[src/rtl/slp_pkg.sv]
`timescale 1ns/1ps
// Package: shared encodings for the sleep guard.
// Assumes a 2-bit decoded command where bit 1 marks any write.
package slp_pkg;

    typedef enum logic [1:0] {
        CMD_IDLE  = 2'b00,
        CMD_READ  = 2'b01,
        CMD_WRSEL = 2'b10,
        CMD_WRALL = 2'b11
    } cmd_e;

    typedef enum logic [1:0] {
        ST_AWAKE   = 2'b00,
        ST_ARMING  = 2'b01,
        ST_ASLEEP  = 2'b10,
        ST_RECOVER = 2'b11
    } slp_state_e;

    function automatic logic is_write(input logic [1:0] c);
        return c[1];
    endfunction

endpackage

[src/rtl/slp_sync.sv]
`timescale 1ns/1ps
// Module: slp_sync
// Brings an asynchronous level into the clock domain through STAGES flops.
// Assumes STAGES >= 2. Reset clears the chain so a stale request is not seen.
module slp_sync #(
    parameter int STAGES = 2
) (
    input  logic clk_i,
    input  logic rst_ni,
    input  logic async_i,
    output logic sync_o
);

    logic [STAGES-1:0] chain_q;

    generate
        for (genvar g = 0; g < STAGES; g++) begin : g_stage
            if (g == 0) begin : g_first
                // First stage: capture the raw asynchronous level.
                always_ff @(posedge clk_i) begin
                    if (!rst_ni) chain_q[0] <= 1'b0;
                    else         chain_q[0] <= async_i;
                end
            end else begin : g_next
                // Later stages: let metastability settle.
                always_ff @(posedge clk_i) begin
                    if (!rst_ni) chain_q[g] <= 1'b0;
                    else         chain_q[g] <= chain_q[g-1];
                end
            end
        end
    endgenerate

    assign sync_o = chain_q[STAGES-1];

endmodule

[src/rtl/slp_fsm.sv]
`timescale 1ns/1ps
// Module: slp_fsm
// Sequences awake, arming (entry delay), asleep and recovery.
// Assumes ENTRY_CYC >= 2 and REC_CYC >= 1. The request input is already synchronous.
// A request seen high during recovery waits until recovery has finished.
module slp_fsm
    import slp_pkg::*;
#(
    parameter int ENTRY_CYC = 2,
    parameter int REC_CYC   = 3
) (
    input  logic clk_i,
    input  logic rst_ni,
    input  logic req_s_i,
    output logic asleep_o,
    output logic recover_o
);

    localparam int MAXC = (ENTRY_CYC > REC_CYC) ? ENTRY_CYC : REC_CYC;
    localparam int CW   = $clog2(MAXC + 1);
    localparam logic [CW-1:0] ENTRY_LAST = CW'(ENTRY_CYC - 1);
    localparam logic [CW-1:0] REC_LOAD   = CW'(REC_CYC - 1);

    slp_state_e    st_q;
    logic [CW-1:0] cnt_q;

    // State and shared delay counter update.
    always_ff @(posedge clk_i) begin
        if (!rst_ni) begin
            st_q  <= ST_AWAKE;
            cnt_q <= '0;
        end else begin
            case (st_q)
                ST_AWAKE: begin
                    if (req_s_i) begin
                        st_q  <= ST_ARMING;
                        cnt_q <= CW'(1);
                    end
                end
                ST_ARMING: begin
                    if (!req_s_i)                st_q  <= ST_AWAKE;
                    else if (cnt_q >= ENTRY_LAST) st_q  <= ST_ASLEEP;
                    else                          cnt_q <= cnt_q + CW'(1);
                end
                ST_ASLEEP: begin
                    if (!req_s_i) begin
                        st_q  <= ST_RECOVER;
                        cnt_q <= REC_LOAD;
                    end
                end
                default: begin
                    if (cnt_q == '0) st_q  <= ST_AWAKE;
                    else             cnt_q <= cnt_q - CW'(1);
                end
            endcase
        end
    end

    // Decode registered state into phase flags.
    always_comb begin
        asleep_o  = (st_q == ST_ASLEEP);
        recover_o = (st_q == ST_RECOVER);
    end

endmodule

[src/rtl/slp_cmd_filter.sv]
`timescale 1ns/1ps
// Module: slp_cmd_filter
// Gates the sequencer command by phase: idle while asleep, writes dropped in recovery.
// Assumes asleep_i and recover_i are never both high.
module slp_cmd_filter
    import slp_pkg::*;
(
    input  logic       asleep_i,
    input  logic       recover_i,
    input  logic [1:0] cmd_i,
    output logic [1:0] cmd_o,
    output logic       rej_o
);

    // Choose the forwarded command and the reject flag.
    always_comb begin
        cmd_o = cmd_i;
        rej_o = 1'b0;
        if (asleep_i) begin
            cmd_o = CMD_IDLE;
        end else if (recover_i && is_write(cmd_i)) begin
            cmd_o = CMD_IDLE;
            rej_o = 1'b1;
        end
    end

endmodule

[src/rtl/sleep_gate_ctrl.sv]
`timescale 1ns/1ps
// Module: sleep_gate_ctrl (top)
// Synchronizes the sleep request, runs the entry delay and recovery window,
// and gates commands and output drivers. Memory contents are never touched.
// Assumes the request meets setup/hold at the first synchronizer flop, or
// that a one-cycle uncertainty in its recognition is acceptable.
module sleep_gate_ctrl #(
    parameter int SYNC_STAGES = 2,
    parameter int ENTRY_CYC   = 2,
    parameter int REC_CYC     = 3
) (
    input  logic       clk_i,
    input  logic       rst_ni,
    input  logic       sleep_req_i,
    input  logic [1:0] cmd_i,
    output logic [1:0] cmd_o,
    output logic       asleep_o,
    output logic       in_block_o,
    output logic       out_dis_o,
    output logic       cmd_rej_o
);

    logic req_sync;
    logic asleep;
    logic recover;

    slp_sync #(.STAGES(SYNC_STAGES)) u_sync (
        .clk_i   (clk_i),
        .rst_ni  (rst_ni),
        .async_i (sleep_req_i),
        .sync_o  (req_sync)
    );

    slp_fsm #(.ENTRY_CYC(ENTRY_CYC), .REC_CYC(REC_CYC)) u_fsm (
        .clk_i     (clk_i),
        .rst_ni    (rst_ni),
        .req_s_i   (req_sync),
        .asleep_o  (asleep),
        .recover_o (recover)
    );

    slp_cmd_filter u_filt (
        .asleep_i  (asleep),
        .recover_i (recover),
        .cmd_i     (cmd_i),
        .cmd_o     (cmd_o),
        .rej_o     (cmd_rej_o)
    );

    // Drive the sleep-phase control outputs.
    always_comb begin
        asleep_o   = asleep;
        in_block_o = asleep;
        out_dis_o  = asleep;
    end

endmodule

[config.mk]
export PLATFORM = sky130hd
export DESIGN_NAME = sleep_gate_ctrl
export DESIGN_NICKNAME = d
export VERILOG_FILES = /design/src/rtl/slp_pkg.sv /design/src/rtl/slp_sync.sv /design/src/rtl/slp_fsm.sv /design/src/rtl/slp_cmd_filter.sv /design/src/rtl/sleep_gate_ctrl.sv
export SDC_FILE = /design/constraint.sdc
export NUM_CORES = 1
export LEC_CHECK = 0
export BUFFER_PORTS_ARGS = -buffer_cell sky130_fd_sc_hd__buf_2
export CAP_MARGIN = 10
export CELL_PAD_IN_SITES_DETAIL_PLACEMENT = 1
export CELL_PAD_IN_SITES_GLOBAL_PLACEMENT = 1
export CORE_AREA = 5 5 42 44
export CTS_CLUSTER_SIZE = 25
export DETAILED_ROUTE_END_ITERATION = 10
export DIE_AREA = 0 0 47 49
export PLACE_DENSITY_LB_ADDON = 0.1
export REMOVE_ABC_BUFFERS = 1
export SETUP_SLACK_MARGIN = 0.02
export SLEW_MARGIN = 20
export SYNTH_ARGS = -nofsm -noshare
export SYNTH_HDL_FRONTEND = slang
export SYNTH_SLANG_ARGS = --single-unit
[constraint.sdc]
create_clock -name clk_i -period 1.15 [get_ports clk_i]
set_input_delay 0.23 -clock clk_i [delete_from_list [all_inputs] [get_ports clk_i]]
set_output_delay 0.23 -clock clk_i [all_outputs]
set_load 0.005 [all_outputs]
==> results.cfg, run 1 <==
[critical_path]
timing_worst_setup_path_type = flip-flop to output pin
cp-startpoint = u_fsm.st_q[0]
path_delay_family = flip-flops
crit_chain = buf_6, nor2b_4, nor3b_2, buf_2
path_max_fanout = 5
cp_num_buf_inv = 2
r2r_start = u_fsm.cnt_q[0]
cpMaxStageDelayCell = dfxtp_4
cp-start-kind = flip-flop
worstRegToRegCells = 5
cp.depth = 4
crit_end = cmd_o[0]
worstPathRequired_ns = 0.92
critPathMaxStageDelay_ns = 0.36
r2r_end = u_fsm.cnt_q[1]
reg2reg_slack_ns = -0.08
critPathCaptureType = output pin
crit_arrival_ns = 1.06

[synth]
seq_area_frac_synth_pct = 35.82
yosysWarnings = 0
synth_top_area_share_pct = 35.82
syn_area_um2 = 335.3
synth.avg_cell_area_um2 = 9.315
synthDistinctLibCells = 18
synthCells = 36
synth.largest_area_cell = dfxtp_1
synth_edf_count = 0
synth.area.top_cells = dfxtp_1 (36%), nor2b_1 (9.3%), ha_1 (7.5%)
ys_ff_latch = 6
ys_async_sr_fraction_pct = 0
ys.flop_type = dfxtp_1

[clocking]
root_buffer = clkbuf_4
clkLatencyLatePin_ns = 0.25
cts_max_path_buffers = 2
cts_tree = yes
ctsHtreeMaxLevel = 1
clock-sinks = 6
clk_pin_slew_ns = 0.05
cts_buffers = 3

[global_routing]
grt_max_degree = 9
first_global_vias = 329
grt_overflow = 0
grtUsageMet2_pct = 14.93
grt_pass1_wl_um = 1428
antenna_found_initial = 0
grt_busiest_layer = met2
grt_usage_pct = 9.648
met3_usage_pct = 3.321
grt_util_met1_pct = 8.352

[finish]
fin_util_pct = 40.00
drive_gt1_share_pct = 66.67
syn_to_final_growth_pct = 67.16
finalNetCount = 66
multi_input_area_um2 = 244.0
final_common_cell = buf_2
final_cell_mix = buf_2 (10), buf_4 (8), nor2b_1 (4)
fin_area_um2 = 560.5
fin_cells = 73
regArea_um2 = 130.1
n_antenna_cell = 0
num-fill-cells = 176

[power_and_ir_drop]
leakagePower_nw = 0.2674
p_per_area_mw_per_mm2 = 873.7
ir_drop_uv = 385.0
total_power_mw = 0.4897

[floorplan]
core_mm2 = 0.001401
die_h_um = 49
dieArea_mm2 = 0.002303
die_w_um = 47
rows = 14
io_pins = 11
initial_utilization_pct = 23.93

[drt]
drcViolationCount = 0
drt-pass1-iter-count = 1
drt_iter0_drc = 0
vias = 328
drt-total-wl_um = 956
vias_per_cell = 4.493
ant_nets = 0
wire_per_inst_um = 13.10

[placed_design]
finalWeightedCongestion = 0.7463
placedCellCount = 63
io_buffers = 10
dp_slack_ns = -0.1512
hpwl_um = 651.3
placed_area_um2 = 412.9

[sta]
rsz0062_at_grt = yes
fmax_mhz = 776.7
tightest_slew_ns = 0.2667
setup_viol = 7
min_period_ns = 1.287
timing.max_slew.rel_slack_pct = 82.18
final_max_slew_viol_count = 0
post-route-period-util_pct = 112.0
tns_ns = -0.5589
hold_ws_ns = 0.1832
skew_ns = 0.004352
hold_viol = 0
finalWorstSetupSlack_ns = -0.1375

[flow_run]
cap_violations = 0

[worst_hold_path]
min_path_type = input port to flip-flop

[status]
status = finished with violations
violations = setup timing
[timing repair]
action / 4_1_cts / 5_1_grt
setup buffers: 6 / 1
hold buffers: 0 / 0
resized for setup: 12 / 8
pin swaps: 3 / 4
endpoints found under the setup margin: 8 / 8
[synth_stat cells (2+ instances only)]
library cell,instances
dfxtp_1,6
nor2b_1,5
inv_1,3
nand2_1,3
and2_1,2
buf_4,2
ha_1,2
mux2i_1,2
nand2b_1,2
[state kept, by name, indices dropped and copies added (netlist names)]
signal / count
u_fsm.cnt_q: 2
u_sync.chain_q: 1
u_fsm.st_q: 2
u_sync.sync_o: 1
[power by group]
part	switching, mW	leakage [nW]	internal [mW]
sequential	0.00461	0.0515	0.212
clock	0.0859	0.0138	0.119
combinational	0.0281	0.202	0.0408
total	0.119	0.267	0.371
[worst reg2reg max path: stages, from the launching register on]
cell and delay (ns):
dfxtp_2 0.33, inv_2 0.05, ha_4 0.15, nand2b_4 0.14, a32oi_4 0.25, mux2i_1 0.23
[cell families after synthesis]
kind of cell | share of synthesized area (%)
flops | 35.82
buf+inv | 7.834
mux | 5.970
compound gates | 11.20
simple gates | 31.72
fa+ha+maj | 7.461
[final cells by class]
class / instances / share of cell area (%)
multi-input combinational: 25 / 43.53
tap: 16 / 3.571
sequential: 6 / 23.21
timing repair buffer: 20 / 23.66
inverter: 3 / 2.009
clock buffer: 3 / 4.018
[how the worst min path moves through the flow]
stage / depth (start not counted) / endpoint / slack [ns] / from
floorplan: 1 / u_sync.chain_q[0] / 0.35 / rst_ni
global placement: 1 / u_sync.sync_o / 0.42 / u_sync.chain_q[0]
detailed placement: 1 / u_sync.sync_o / 0.43 / u_sync.chain_q[0]
CTS: 2 / u_sync.chain_q[0] / 0.18 / sleep_req_i
global route: 2 / u_sync.chain_q[0] / 0.18 / sleep_req_i
finish: 2 / u_sync.chain_q[0] / 0.18 / sleep_req_i
[layer usage]
metal,up-vias,wire (µm)
met2,11,506
li1,160,-
met5,-,0
met3,5,60
met1,152,341
met4,0,47
Note: power is estimated with default switching activity, not from simulation.
==> run 2, diff against run 1 <==
--- a/config.mk
+++ b/config.mk
@@ -5,7 +5,6 @@
 export SDC_FILE = /design/constraint.sdc
 export NUM_CORES = 1
 export LEC_CHECK = 0
-export BUFFER_PORTS_ARGS = -buffer_cell sky130_fd_sc_hd__buf_2
 export CAP_MARGIN = 10
 export CELL_PAD_IN_SITES_DETAIL_PLACEMENT = 1
 export CELL_PAD_IN_SITES_GLOBAL_PLACEMENT = 1
@@ -13,6 +12,7 @@
 export CTS_CLUSTER_SIZE = 25
 export DETAILED_ROUTE_END_ITERATION = 10
 export DIE_AREA = 0 0 47 49
+export DONT_BUFFER_PORTS = 1
 export PLACE_DENSITY_LB_ADDON = 0.1
 export REMOVE_ABC_BUFFERS = 1
 export SETUP_SLACK_MARGIN = 0.02
==> results.cfg, run 2 (synthesis gave the netlist of run 1 again) <==
[finish]
finalNetCount = 55
num-fill-cells = 169
syn_to_final_growth_pct = 51.49
drive_gt1_share_pct = 58.70
final_common_cell = buf_4
largestRegisters = u_fsm.cnt_q: 2 flops, u_fsm.st_q: 2 flops
fin_area_um2 = 508.0
n_antenna_cell = 0
final_cell_mix = buf_4 (6), nand2_1 (3), nor2b_1 (3), clkbuf_4 (3), buf_6 (3)

[critical_path]
critPathCaptureType = flip-flop
cp-start-kind = flip-flop
crit_arrival_ns = 1.38
cp-startpoint = u_fsm.cnt_q[1]
timing_worst_setup_path_type = flip-flop to flip-flop
path_max_fanout = 3
crit_end = u_fsm.cnt_q[1]
worstPathRequired_ns = 1.31
r2r_end = u_fsm.cnt_q[1]
reg2reg_slack_ns = -0.06
r2r_start = u_fsm.cnt_q[1]
worstRegToRegCells = 5

[clocking]
clk_pin_slew_ns = 0.04
clkLatencyLatePin_ns = 0.24
ctsHtreeMaxLevel = 1
root_buffer = clkbuf_4
cts_max_path_buffers = 2
clock-sinks = 6
cts_tree = yes
cts_buffers = 3

[placed_design]
finalWeightedCongestion = 0.6530
io_buffers = 0
hpwl_um = 517.3
placed_area_um2 = 370.4

[sta]
timing.max_slew.rel_slack_pct = 81.62
tightest_slew_ns = 0.2752
rsz0062_at_grt = yes
skew_ns = 0.003098
setup_viol = 5
fmax_mhz = 825.3
min_period_ns = 1.212
post-route-period-util_pct = 105.4
final_max_slew_viol_count = 0
finalWorstSetupSlack_ns = -0.06173
hold_viol = 0

[global_routing]
grt_overflow = 0
grt_pass1_wl_um = 1297
grt_usage_pct = 8.228
grt_util_met1_pct = 8.315
first_global_vias = 309
met3_usage_pct = 2.583
grt_max_degree = 9
grtUsageMet2_pct = 12.22
antenna_found_initial = 0
grt_busiest_layer = met2

[floorplan]
die_h_um = 49
dieArea_mm2 = 0.002303
initial_utilization_pct = 23.93
core_mm2 = 0.001401
rows = 14
io_pins = 11
die_w_um = 47

[drt]
drt-total-wl_um = 767
drcViolationCount = 0
wire_per_inst_um = 12.37
drt-pass1-iter-count = 1
vias_per_cell = 4.452
ant_nets = 0
vias = 276
drt_iter0_drc = 0

[power_and_ir_drop]
p_per_area_mw_per_mm2 = 900.8
ir_drop_uv = 378.1
total_power_mw = 0.4576
leakagePower_nw = 0.2182

[flow_run]
cap_violations = 0

[status]
violations = setup timing
status = finished with violations

[worst_hold_path]
whs_path_depth = 1
min_path_type = input port to flip-flop
run 2: cell count changes in the layout (fill, tap and decap cells not counted):
cell	change
buf_2	-10
buf_4	-2
buf_6	+1
nand2b_1	+1
nand2b_4	-1
nor2b_1	-1
nor2b_2	+1
nor3b_2	-1
nor3b_4	+1
run 2: timing repair:
action / CTS / global route
pin swaps: 3 / 2
setup buffers: 5 / 0
resized for setup: 20 / 2
setup endpoints to repair: 8 / 9
hold buffers: 0 / 0
run 2: where the power goes:
group	total (mW)	leakage [nW]	internal, mW	switching [mW]
logic	0.0493	0.153	0.0301	0.0192
registers	0.216	0.0515	0.212	0.00449
clock network	0.192	0.0138	0.118	0.0741
total	0.458	0.218	0.360	0.0978
run 2: worst max-delay path, cell delays in order, from the launching register on:
cell and delay [ns]:
dfxtp_2 0.32, inv_2 0.07, ha_1 0.16, nand2_2 0.08, a32oi_4 0.28, mux2i_1 0.22
run 2: through the flow:
step | setup TNS [ns] | hold WS (ns) | setup WS, ns | instances | util (%)
final | -0.1729 | 0.1102 | -0.06173 | 62 | 36.25
after global routing | -0.6018 | 0.09271 | -0.1402 | 62 | 36.25
after CTS | -0.2258 | 0.1018 | -0.08072 | 62 | 35.54
after detailed placement | -0.3053 | 0.3569 | -0.1573 | 54 | 26.43
after global placement | -0.3185 | 0.3553 | -0.1368 | 54 | 26.43
after floorplan | -0.08271 | 0.3517 | -0.04136 | 34 | -
run 2: final cells by class:
| cell class | count | area [µm²] | share of cell area, % |
|---|---|---|---|
| Multi-Input combinational cell | 25 | 245.2 | 48.28 |
| Sequential cell | 6 | 130.1 | 25.62 |
| Timing Repair Buffer | 9 | 78.83 | 15.52 |
| Clock buffer | 3 | 22.52 | 4.433 |
| Tap cell | 16 | 20.02 | 3.941 |
| Inverter | 3 | 11.26 | 2.217 |
run 2: worst min-delay path by stage:
stage / start / endpoint / slack [ns]
after CTS: rst_ni / u_sync.sync_o / 0.10
after global placement: rst_ni / u_sync.chain_q[0] / 0.36
after floorplan: rst_ni / u_sync.chain_q[0] / 0.35
after detailed placement: rst_ni / u_sync.sync_o / 0.36
final: rst_ni / u_sync.chain_q[0] / 0.11
after global routing: rst_ni / u_sync.sync_o / 0.09
run 2: routing by layer:
layer  vias to the layer above  routed length, µm
met1                       124                299
met5                         -                  0
met4                         0                 29
met2                        11                381
met3                         3                 56
li1                        138                  -
==> run 3, diff against run 2 <==
--- a/config.mk
+++ b/config.mk
@@ -19,4 +19,5 @@
 export SLEW_MARGIN = 20
 export SYNTH_ARGS = -nofsm -noshare
 export SYNTH_HDL_FRONTEND = slang
+export SYNTH_HIERARCHICAL = 1
 export SYNTH_SLANG_ARGS = --single-unit
==> results.cfg, run 3 <==
[drt]
drt-total-wl_um = 912
wire_per_inst_um = 12.49
drt-pass1-iter-count = 2
drcViolationCount = 0
drt_iter0_drc = 3
vias = 333
ant_nets = 0
vias_per_cell = 4.562

[synth]
synthDistinctLibCells = 20
ys.flop_type = dfxtp_1
synth.largest_area_cell = dfxtp_1
synth_top_area_share_pct = 33.10
seq_area_frac_synth_pct = 33.10
ys_async_sr_fraction_pct = 0
synth.avg_cell_area_um2 = 9.304
synthCells = 39
synth_common_cells = dfxtp_1 (6), and2_1 (4), nand2_1 (4)
ys_ff_latch = 6
synth_edf_count = 0
yosysMostFrequentCell = dfxtp_1
syn_area_um2 = 362.8
yosysWarnings = 6
synth.area.top_cells = dfxtp_1 (33%), and2_1 (6.9%), ha_1 (6.9%)

[critical_path]
path_delay_family = flip-flops
cp-start-kind = flip-flop
critPathCaptureType = flip-flop
timing_worst_setup_path_type = flip-flop to flip-flop
crit_chain = inv_4, ha_4, nand2b_4, a311oi_2, buf_4, mux2i_1
path_max_fanout = 3
crit_arrival_ns = 1.47
worstRegToRegCells = 6
critPathMaxStageDelay_ns = 0.35
worstPathRequired_ns = 1.31
r2r_end = u_fsm/cnt_q[1]
reg2reg_slack_ns = -0.16
cpMaxStageDelayCell = dfxtp_2
r2r_start = u_fsm/cnt_q[0]
cp_num_buf_inv = 2

[sta]
hold_ws_ns = 0.1182
rsz0062_at_grt = yes
setup_viol = 10
timing.max_slew.rel_slack_pct = 85.84
fmax_mhz = 762.8
final_max_slew_viol_count = 0
hold_viol = 0
finalWorstSetupSlack_ns = -0.1610
tightest_slew_ns = 0.2094
min_period_ns = 1.311
post-route-period-util_pct = 114.0
skew_ns = 0.00009143

[worst_hold_path]
min_path_type = input port to flip-flop
hold_end = u_sync/chain_q[0]
whs_path_depth = 1
worstHoldStart = sleep_req_i

[global_routing]
first_global_vias = 383
antenna_found_initial = 0
grt_overflow = 0
grt_usage_pct = 10.08
grt_pass1_wl_um = 1593
grt_max_degree = 9

[finish]
final_cell_mix = buf_4 (12), buf_6 (4), nand2_1 (4)
finalNetCount = 66
fin_area_um2 = 630.6
final_common_cell = buf_4
largestRegisters = u_fsm/cnt_q: 2 flops, u_fsm/st_q: 2 flops
syn_to_final_growth_pct = 73.79
drive_gt1_share_pct = 64.91
n_antenna_cell = 0
fin_util_pct = 45.00

[clocking]
cts_max_path_buffers = 2
root_buffer = clkbuf_4
cts_buffers = 3
clock-sinks = 6
cts_hold_buf = 0
clkLatencyLatePin_ns = 0.24
cts_tree = yes
clk_pin_slew_ns = 0.04
ctsHtreeMaxLevel = 1

[power_and_ir_drop]
p_per_area_mw_per_mm2 = 752.3
total_power_mw = 0.4744
leakagePower_nw = 0.2685
ir_drop_uv = 637.9

[placed_design]
hpwl_um = 678.3
finalWeightedCongestion = 0.6496
io_buffers = 0
placed_area_um2 = 435.4

[floorplan]
core_mm2 = 0.001401
io_pins = 11
die_h_um = 49
initial_utilization_pct = 25.89
rows = 14
dieArea_mm2 = 0.002303
die_w_um = 47

[status]
status = finished with violations
violations = setup timing

[flow_run]
cap_violations = 0
## run 3: worst max-delay path by stage
stage,startpoint,endpoint,cells after the start
floorplan,u_fsm/st_q[1],cmd_rej_o,2
global placement,u_fsm/cnt_q[0],u_fsm/cnt_q[0],6
detailed placement,u_fsm/cnt_q[0],u_fsm/cnt_q[1],6
CTS,u_fsm/cnt_q[1],u_fsm/cnt_q[1],6
global route,u_fsm/cnt_q[1],u_fsm/cnt_q[0],6
finish,u_fsm/cnt_q[0],u_fsm/cnt_q[1],6
## run 3: layout make-up
cell class / instances / area (µm²)
clock buffer: 3 / 22.52
inverter: 3 / 16.27
tap: 16 / 20.02
multi-input combinational: 28 / 286.5
timing repair buffer: 17 / 155.1
fill: 167 / 770.7
sequential: 6 / 130.1
## run 3: timing repair
item,4_1_cts,5_1_grt
endpoints found under the setup margin,10,10
gates resized for setup,23,3
pin swaps,6,3
cloned,0,0
buffers inserted,7,1
## run 3: power breakdown
group          switching (mW)  leakage (nW)  internal, mW
clock                  0.0688        0.0138         0.118
sequential            0.00512        0.0515         0.212
combinational          0.0247         0.203        0.0463
## run 3: worst reg2reg max path, cell delays in order (launching register included)
cell	delay, ns
dfxtp_2	0.35
inv_4	0.05
ha_4	0.15
nand2b_4	0.13
a311oi_2	0.21
buf_4	0.17
mux2i_1	0.18
## run 3: cell families (layout without fill, tap and decap cells)
group | count (synthesis) | count (layout) | synth area share, %
simple gates | 19 | 19 | 34.82
fa+ha+maj | 2 | 2 | 6.895
flops | 6 | 6 | 33.10
buf+inv | 5 | 23 | 7.240
mux | 2 | 2 | 5.517
compound gates | 5 | 5 | 12.41
## run 3: metrics by stage
| step | setup TNS, ns | std cells | worst slack (ns) |
|---|---|---|---|
| after CTS | -1.130 | 72 | -0.1641 |
| final | -1.042 | 73 | -0.1610 |
| after floorplan | -0.7069 | 37 | -0.1879 |
| after global placement | -0.7880 | 62 | -0.2241 |
| after detailed placement | -1.350 | 62 | -0.2967 |
| after global routing | -1.521 | 73 | -0.2394 |
## run 3: routing by layer
metal	GRT usage (%)	vias to the layer above	wire length, µm
met2	16.74	7	502
li1	-	167	-
met3	1.845	2	46
met4	8.295	0	18
met1	10.13	157	344
met5	0	-	0
